**src/rtl/hreg_pkg.sv**
```systemverilog
package hreg_pkg;
  typedef enum logic [2:0] {
    ALG_MD5    = 3'd0,
    ALG_SHA1   = 3'd1,
    ALG_SHA224 = 3'd2,
    ALG_SHA256 = 3'd3,
    ALG_SHA384 = 3'd4,
    ALG_SHA512 = 3'd5,
    ALG_BAD    = 3'd7
  } hash_alg_e;

  localparam logic [7:0] OFF_STAT = 8'h1C;
  localparam logic [7:0] OFF_SRC  = 8'h20;
  localparam logic [7:0] OFF_DST  = 8'h24;
  localparam logic [7:0] OFF_KEY  = 8'h28;
  localparam logic [7:0] OFF_LEN  = 8'h2C;
  localparam logic [7:0] OFF_CMD  = 8'h30;

  localparam int ST_BUSY   = 0;
  localparam int ST_DONE   = 9;
  localparam int ST_ERR    = 16;
  localparam int CMD_MD5LE = 2;
  localparam int CMD_SHABE = 3;
  localparam int CMD_SG    = 18;
  localparam int SRC_MEM   = 31;
endpackage

```
**src/rtl/hreg_decode.sv**
```systemverilog
module hreg_decode
  import hreg_pkg::*;
(
  input  logic [3:0] alg_bits,  // command bits {10,6,5,4}
  output hash_alg_e  alg
);
  always_comb begin
    unique case (alg_bits)
      4'b0000: alg = ALG_MD5;
      4'b0010: alg = ALG_SHA1;
      4'b0100: alg = ALG_SHA224;
      4'b0101: alg = ALG_SHA256;
      4'b1110: alg = ALG_SHA384;
      4'b0110: alg = ALG_SHA512;
      default: alg = ALG_BAD;
    endcase
  end
endmodule

```
**src/rtl/hreg_status.sv**
```systemverilog
module hreg_status (
  input  logic clk,
  input  logic rst_n,
  input  logic launch,
  input  logic eng_done,
  input  logic reject,
  input  logic clr_done,
  input  logic clr_err,
  output logic busy,
  output logic done_flag,
  output logic err_flag
);
  logic finish;
  assign finish = busy && eng_done;

  always_ff @(posedge clk or negedge rst_n) begin
    if (!rst_n) begin
      busy      <= 1'b0;
      done_flag <= 1'b0;
      err_flag  <= 1'b0;
    end else begin
      if (launch)      busy <= 1'b1;
      else if (finish) busy <= 1'b0;

      if (finish)        done_flag <= 1'b1;
      else if (clr_done) done_flag <= 1'b0;

      if (reject)       err_flag <= 1'b1;
      else if (clr_err) err_flag <= 1'b0;
    end
  end
endmodule

```
**src/rtl/hreg_readmux.sv**
```systemverilog
module hreg_readmux
  import hreg_pkg::*;
#(
  parameter int ADDR_W = 8,
  parameter int DATA_W = 32
) (
  input  logic [ADDR_W-1:0] addr,
  input  logic [DATA_W-1:0] stat_word,
  input  logic [DATA_W-1:0] src_q,
  input  logic [DATA_W-1:0] dst_q,
  input  logic [DATA_W-1:0] key_q,
  input  logic [DATA_W-1:0] len_q,
  input  logic [DATA_W-1:0] cmd_q,
  output logic [DATA_W-1:0] rd_word
);
  always_comb begin
    rd_word = '0;
    if      (addr == ADDR_W'(OFF_STAT)) rd_word = stat_word;
    else if (addr == ADDR_W'(OFF_SRC))  rd_word = src_q;
    else if (addr == ADDR_W'(OFF_DST))  rd_word = dst_q;
    else if (addr == ADDR_W'(OFF_KEY))  rd_word = key_q;
    else if (addr == ADDR_W'(OFF_LEN))  rd_word = len_q;
    else if (addr == ADDR_W'(OFF_CMD))  rd_word = cmd_q;
  end
endmodule

```
**src/rtl/hash_ctrl_regs.sv**
```systemverilog
module hash_ctrl_regs
  import hreg_pkg::*;
#(
  parameter int ADDR_W    = 8,
  parameter int DATA_W    = 32,
  parameter int DST_ALIGN = 8
) (
  input  logic              clk,
  input  logic              rst_n,
  input  logic              wr_en,
  input  logic              rd_en,
  input  logic [ADDR_W-1:0] addr,
  input  logic [DATA_W-1:0] wdata,
  output logic [DATA_W-1:0] rdata,
  output logic              eng_start,
  output logic [2:0]        eng_alg,
  output logic              eng_sha_be,
  output logic              eng_md5_le,
  output logic              eng_sg,
  output logic [DATA_W-1:0] eng_src,
  output logic [DATA_W-1:0] eng_dst,
  output logic [DATA_W-1:0] eng_key,
  output logic [DATA_W-1:0] eng_len,
  input  logic              eng_done
);
  localparam int ALIGN_LSB = $clog2(DST_ALIGN);

  logic [DATA_W-1:0] src_q, dst_q, key_q, len_q, cmd_q;
  logic [DATA_W-1:0] stat_word, rd_word;
  logic              busy, done_flag, err_flag;
  hash_alg_e         alg_dec;

  logic cmd_wr, stat_wr, pending, legal, accept, reject;

  assign cmd_wr  = wr_en && (addr == ADDR_W'(OFF_CMD));
  assign stat_wr = wr_en && (addr == ADDR_W'(OFF_STAT));
  assign pending = busy || eng_start;
  assign legal   = src_q[SRC_MEM] && (dst_q[ALIGN_LSB-1:0] == '0) &&
                   (alg_dec != ALG_BAD);
  assign accept  = cmd_wr && !pending && legal;
  assign reject  = cmd_wr && !accept;

  hreg_decode u_decode (
    .alg_bits ({wdata[10], wdata[6], wdata[5], wdata[4]}),
    .alg      (alg_dec)
  );

  hreg_status u_status (
    .clk       (clk),
    .rst_n     (rst_n),
    .launch    (eng_start),
    .eng_done  (eng_done),
    .reject    (reject),
    .clr_done  (stat_wr && wdata[ST_DONE]),
    .clr_err   (stat_wr && wdata[ST_ERR]),
    .busy      (busy),
    .done_flag (done_flag),
    .err_flag  (err_flag)
  );

  always_comb begin
    stat_word          = '0;
    stat_word[ST_BUSY] = busy;
    stat_word[ST_DONE] = done_flag;
    stat_word[ST_ERR]  = err_flag;
  end

  hreg_readmux #(.ADDR_W(ADDR_W), .DATA_W(DATA_W)) u_readmux (
    .addr      (addr),
    .stat_word (stat_word),
    .src_q     (src_q),
    .dst_q     (dst_q),
    .key_q     (key_q),
    .len_q     (len_q),
    .cmd_q     (cmd_q),
    .rd_word   (rd_word)
  );

  // parameter registers and read port
  always_ff @(posedge clk or negedge rst_n) begin
    if (!rst_n) begin
      src_q <= '0;
      dst_q <= '0;
      key_q <= '0;
      len_q <= '0;
      cmd_q <= '0;
      rdata <= '0;
    end else begin
      if (wr_en) begin
        if (addr == ADDR_W'(OFF_SRC)) src_q <= wdata;
        if (addr == ADDR_W'(OFF_DST)) dst_q <= wdata;
        if (addr == ADDR_W'(OFF_KEY)) key_q <= wdata;
        if (addr == ADDR_W'(OFF_LEN)) len_q <= wdata;
        if (addr == ADDR_W'(OFF_CMD)) cmd_q <= wdata;
      end
      if (rd_en) rdata <= rd_word;
    end
  end

  // engine launch: pulse plus parameter snapshot
  always_ff @(posedge clk or negedge rst_n) begin
    if (!rst_n) begin
      eng_start  <= 1'b0;
      eng_alg    <= '0;
      eng_sha_be <= 1'b0;
      eng_md5_le <= 1'b0;
      eng_sg     <= 1'b0;
      eng_src    <= '0;
      eng_dst    <= '0;
      eng_key    <= '0;
      eng_len    <= '0;
    end else begin
      eng_start <= accept;
      if (accept) begin
        eng_alg    <= alg_dec;
        eng_sha_be <= wdata[CMD_SHABE];
        eng_md5_le <= wdata[CMD_MD5LE];
        eng_sg     <= wdata[CMD_SG];
        eng_src    <= src_q;
        eng_dst    <= dst_q;
        eng_key    <= key_q;
        eng_len    <= len_q;
      end
    end
  end
endmodule

```
**config.mk**
```make
export PLATFORM = sky130hd
export DESIGN_NAME = hash_ctrl_regs
export DESIGN_NICKNAME = d
export VERILOG_FILES = /design/src/rtl/hreg_pkg.sv /design/src/rtl/hreg_decode.sv /design/src/rtl/hreg_status.sv /design/src/rtl/hreg_readmux.sv /design/src/rtl/hash_ctrl_regs.sv
export SDC_FILE = /design/constraint.sdc
export NUM_CORES = 1
export LEC_CHECK = 0
export ABC_AREA = 1
export BUFFER_PORTS_ARGS = -buffer_cell sky130_fd_sc_hd__buf_2
export CORE_MARGIN = 2
export CORE_UTILIZATION = 42
export CTS_CLUSTER_DIAMETER = 30
export DETAILED_ROUTE_END_ITERATION = 12
export PLACE_DENSITY = 0.66
export SLEW_MARGIN = 10
export SYNTH_ARGS = -nofsm -noshare
export SYNTH_HDL_FRONTEND = slang
export SYNTH_SLANG_ARGS = --single-unit
```
**constraint.sdc**
```tcl
create_clock -name clk -period 2.12 [get_ports clk]
set_clock_uncertainty 0.15 [all_clocks]
set_input_delay 0.212 -clock clk [delete_from_list [all_inputs] [get_ports clk]]
set_output_delay 0.212 -clock clk [all_outputs]
set_load 0.02 [all_outputs]
```
Word level (Yosys, flattened, before mapping)
Index checks and enable logic that the tools add are counted.
Word-level totals
  bits in registers: 330
  input port bits: 45
  output and inout port bits: 167
Operators by class
  eq/ne operators: 12
  reductions and logical operators: 23
  muxes and demuxes: 13
Operator list (count)
  32-bit two-way mux: 6
  8-bit by 6-bit == test with 1-bit output, second input constant: 5
  3-bit one-hot mux with 6 select lines: 1
  4-bit by 3-bit == test with 1-bit output, second input constant: 3
  1-bit logical AND: 10
  2-bit AND reduction: 5
  8-bit by 5-bit == test with 1-bit output, second input constant: 1
  1-bit two-way mux: 6
  2-bit nonzero test: 3
  4-bit by 2-bit == test with 1-bit output, second input constant: 1
  4-bit == test, second input constant: 1
  4-bit logical NOT: 1
  3-bit logical NOT: 1
  3-bit inequality test, second input constant: 1
  1-bit logical NOT: 2
  1-bit logical OR: 1

Longest topological paths before layout
  word-level depth: 8
  mapped depth: 12
  depth with buffers taken out: 10

Hierarchy
From an unflattened synthesis, not the netlist that was laid out.
Unflattened totals
  cell total of the unflattened synthesis: 1710
  area total of the unflattened synthesis: 14532.7 sq um
Modules (own cells, without submodules)
  hash_ctrl_regs: times used 1, cells each 1303, seq. area each 8182.8 sq um, area each 12544.5 sq um
  hreg_readmux: times used 1, cells each 376, seq. area each 0.0 sq um, area each 1800.5 sq um
  hreg_status: times used 1, cells each 15, seq. area each 75.1 sq um, area each 120.1 sq um
  hreg_decode: times used 1, cells each 16, seq. area each 0.0 sq um, area each 67.6 sq um

Worst setup path after synthesis
No wires, ideal clock.
  path type: input to register
  start point: in addr[1]
  end point: reg eng_src[10]
  data arrival time: 1.326 ns
  path slack: 0.526 ns
  data required time: 1.852 ns
  stages on the path: 12
  path through: inv_1 nand2_2 nor2_4 nand2_1 nor2_2 nand2_1 nor2_2 inv_2 buf_6 buf_2 nand2_1 o21ai_2
On the way
  longest elaborated chain between the ends: 4
RTL lines
  start: declaration: RTL line hash_ctrl_regs.sv:12  | input logic [ADDR_W-1:0] addr,
  8-bit by 6-bit == test with 1-bit output: RTL line hash_ctrl_regs.sv:35  | assign cmd_wr = wr_en && (addr == ADDR_W'(OFF_CMD));
  1-bit logical AND: RTL line hash_ctrl_regs.sv:35
  1-bit logical AND (2 in a row): RTL line hash_ctrl_regs.sv:40  | assign accept = cmd_wr && !pending && legal;
  end signal: assignment: RTL line hash_ctrl_regs.sv:119  | eng_src <= src_q;
  end: declaration: RTL line hash_ctrl_regs.sv:20  | output logic [DATA_W-1:0] eng_src,
Every way passes these cells.
A chain may end at the register's enable or synchronous reset.

Worst setup path in the final report
  start point: in wdata[6]
  end point: reg eng_alg[0]
On the way
  longest elaborated chain between the ends: 5
RTL lines
  start: declaration: RTL line hash_ctrl_regs.sv:13  | input logic [DATA_W-1:0] wdata,
  4-bit by 3-bit == test with 1-bit output (tied with other cells): RTL line hreg_decode.sv:8  | unique case (alg_bits)
  3-bit one-hot mux with 6 select lines *: RTL line hreg_decode.sv:8
  3-bit inequality test: RTL line hash_ctrl_regs.sv:39  | (alg_dec != ALG_BAD);
  1-bit logical AND: RTL line hash_ctrl_regs.sv:38  | assign legal = src_q[SRC_MEM] && (dst_q[ALIGN_LSB-1:0] == '0) &&
  1-bit logical AND: RTL line hash_ctrl_regs.sv:40
  end signal: assignment: RTL line hash_ctrl_regs.sv:115  | eng_alg <= alg_dec;
  end: declaration: RTL line hash_ctrl_regs.sv:16  | output logic [2:0] eng_alg,
Every way passes the cells marked *; elsewhere a longest branch is shown, timed or not.

==> flow_metrics.tcl <==
set metrics [dict create \
    syn_to_final_growth_pct 34.7 \
    yosysTopAreaCell "dfrtp_1" \
    leakage_nw 9.68 \
    timing.rr.start "dst_q[1]" \
    dr.pass1.iters 5 \
    grt_overflow 0 \
    dpl.hpwl_um 24800 \
    cts_max_level 3 \
    utilization 0.571 \
    antenna_found_initial 0 \
    crit_required_ns 2.43 \
    io_buffers 211 \
    ys.flop_type "dfrtp_1" \
    path_cells "dlygate4sd3_1 > buf_2 > nand3_1 > o21ai_1 > dlygate4sd3_1 > nand2_1 > dlygate4sd3_1 > nand2_1 > nand2_1" \
    arrival_ns 2.32 \
    synth.distinct_cells 25 \
    synth.area.top_cells "dfrtp_1 (60%), nand2_1 (17%), o21ai_0 (7.4%)" \
    grt_max_degree 75 \
    fin_cells 2329 \
    vias 11400 \
    crit_fanout 6 \
    num_antenna_cells 0 \
    cts_buffer_depth 3 \
    drtIter0Drc 883 \
    grt_first_pass_wirelength_um 61700 \
    cts_inserted_buffers 76 \
    die_w_um 185 \
    grt_use_total 0.234 \
    num_rows 66 \
    synth_most_common_cell "nand2_1" \
    synth.yosys.seq_area_share 0.603 \
    initial_core_util 0.424 \
    critical_path.startpoint "wdata[6]" \
    startpoint_type "input port" \
    cts_sinks 330 \
    slew_viol_final 0 \
    yosys_warnings 0 \
    ys_ff_latch 330 \
    synth_top_area_share 0.603 \
    drv_cap 0 \
    rsz0062_at_grt "no" \
    cts_root_buf "clkbuf_16" \
    clkTransAtPathRegs_ns 0.04 \
    dp.cells 2151 \
    placed_area_um2 15400 \
    fin_crit_sh 0.945 \
    wirelength_um 39300 \
    dieHeight_um 185 \
    synth_common_cells "nand2_1 (604), dfrtp_1 (330), o21ai_0 (202)" \
    synth_edf_count 0 \
    hold_class "input port to async pin" \
    crit_path_end_kind "flip-flop" \
    slowest_delay_ns 0.56 \
    gp_congestion 0.845 \
    cts_tree "yes" \
    period_needed_ns 2.00 \
    via_per_inst 4.91 \
    clk_latency_ns 0.57 \
    cts.repair_timing.setup_buffer_count 0 \
    hold_ws_ns 0.0193 \
    syn_nets 1580 \
    finalHoldViolations 0 \
    worst_slew_pin_slew_ns 0.524 \
    drtAntennaViolNets 0 \
    drive_gt1_frac 0.244 \
    grt_pass1_vias 11400 \
    synth_cells 1535 \
    max_slew_margin 0.650 \
    fin_tns_setup_ns 0 \
    crit_type "input port to flip-flop" \
    power.density_nw_per_um2 1030 \
    die_area_um2 34100 \
    max_freq_ghz 0.499 \
    ioPinCount 212 \
    crit_slowest_cell "dlygate4sd3_1" \
    finalInstanceArea_um2 18400 \
    drc 0 \
    finalSetupViolations 0 \
    wl_per_cell_um 16.9 \
    fin_nets 1874 \
    status "finished, final reports clean" \
    synthArstFlopShare 1.00 \
    synth.avg_cell_area_um2 8.92 \
    core_area_um2 32300 \
    mappedNetlistArea_um2 13700 \
    peakVddDrop_mv 0.822 \
]
[final timing paths]
| path | to | slack, ns | cells past startpoint |
|---|---|---|---|
| worst max-delay path | eng_alg[0] | 0.12 | 9 |
| worst min-delay path | len_q[1] | 0.02 | 2 |
| worst max register to register | eng_src[22] | 0.31 | 9 |
| worst min register to register | eng_len[12] | 0.31 | 2 |
| max in group asynchronous | eng_key[20] | 1.12 | 3 |
| min in group clk | rdata[0] | 0.15 | 7 |
[flip-flops by register name, indices dropped and copies added (netlist names)]
register / count
eng_md5_le: 1
u_status.busy: 1
rdata: 32
eng_sg: 1
len_q: 32
key_q: 32
cmd_q: 32
eng_dst: 32
src_q: 32
eng_len: 32
u_status.done_flag: 1
u_status.err_flag: 1
eng_sha_be: 1
dst_q: 32
eng_alg: 3
eng_key: 32
eng_start: 1
eng_src: 32
[placed cells by master (no fill, tap or decap), drive strengths merged, types with 4 or more instances in the layout]
| cell type | instances |
|---|---|
| clkbuf | 102 |
| clkinvlp | 4 |
| o21ai | 280 |
| dfrtp | 330 |
| bufinv | 9 |
| buf | 259 |
| nand4 | 5 |
| nor2 | 21 |
| dlygate4sd3 | 42 |
| nand3 | 51 |
| inv | 120 |
| nand2 | 607 |
| or2 | 4 |
| clkinv | 18 |
| a21oi | 31 |
[cell families after synthesis]
kind of cell	Yosys count	synth area share
DFF	330	0.603
AOI/OAI and AO/OA	312	0.131
buffers and inverters	202	0.0674
and+or+nand+nor	691	0.199
[worst max-delay path: cells and delay by family]
family	cells	cell delay [ns]
compound gates	1	0.06
buf+inv	4	1.78
simple gates	4	0.27
[per-stage QoR]
| step | worst slack, ns | total power (W) |
|---|---|---|
| global placement | 0.159 | 0.00723 |
| detailed placement | 0.132 | 0.00724 |
| floorplan | 0.526 | 0.00689 |
| finish | 0.116 | 0.0189 |
| CTS | 0.142 | 0.0191 |
| global route | 0.0104 | 0.0195 |
[per-layer routing]
| metal | routed length (um) | global-route usage |
|---|---|---|
| met2 | 18300 | 0.368 |
| met4 | 1000 | 0.0906 |
| met3 | 2460 | 0.0488 |
| met5 | 0 | 0 |
| met1 | 17500 | 0.320 |
[power breakdown]
group | leakage, nW | internal (W) | switching, W
Combinational | 3.85 | 0.000219 | 0.000409
Clock | 1.26 | 0.00806 | 0.00365
Sequential | 4.56 | 0.00648 | 0.000105
Total | 9.68 | 0.0148 | 0.00416
[timing repair]
item	4_1_cts	5_1_grt
setup endpoints to repair	0	1
hold buffers	42	0
resized for setup	0	1
endpoints found under the hold margin	495	0
[layout make-up]
type,count,area [um2]
Tap cell,442,553
Fill cell,2866,13800
Timing Repair Buffer,301,2070
Clock inverter,34,487
Clock buffer,102,2110
Inverter,117,444
Multi-Input combinational cell,1003,4520
Sequential cell,330,8260
No activity file was read; power rests on OpenSTA's default activity.
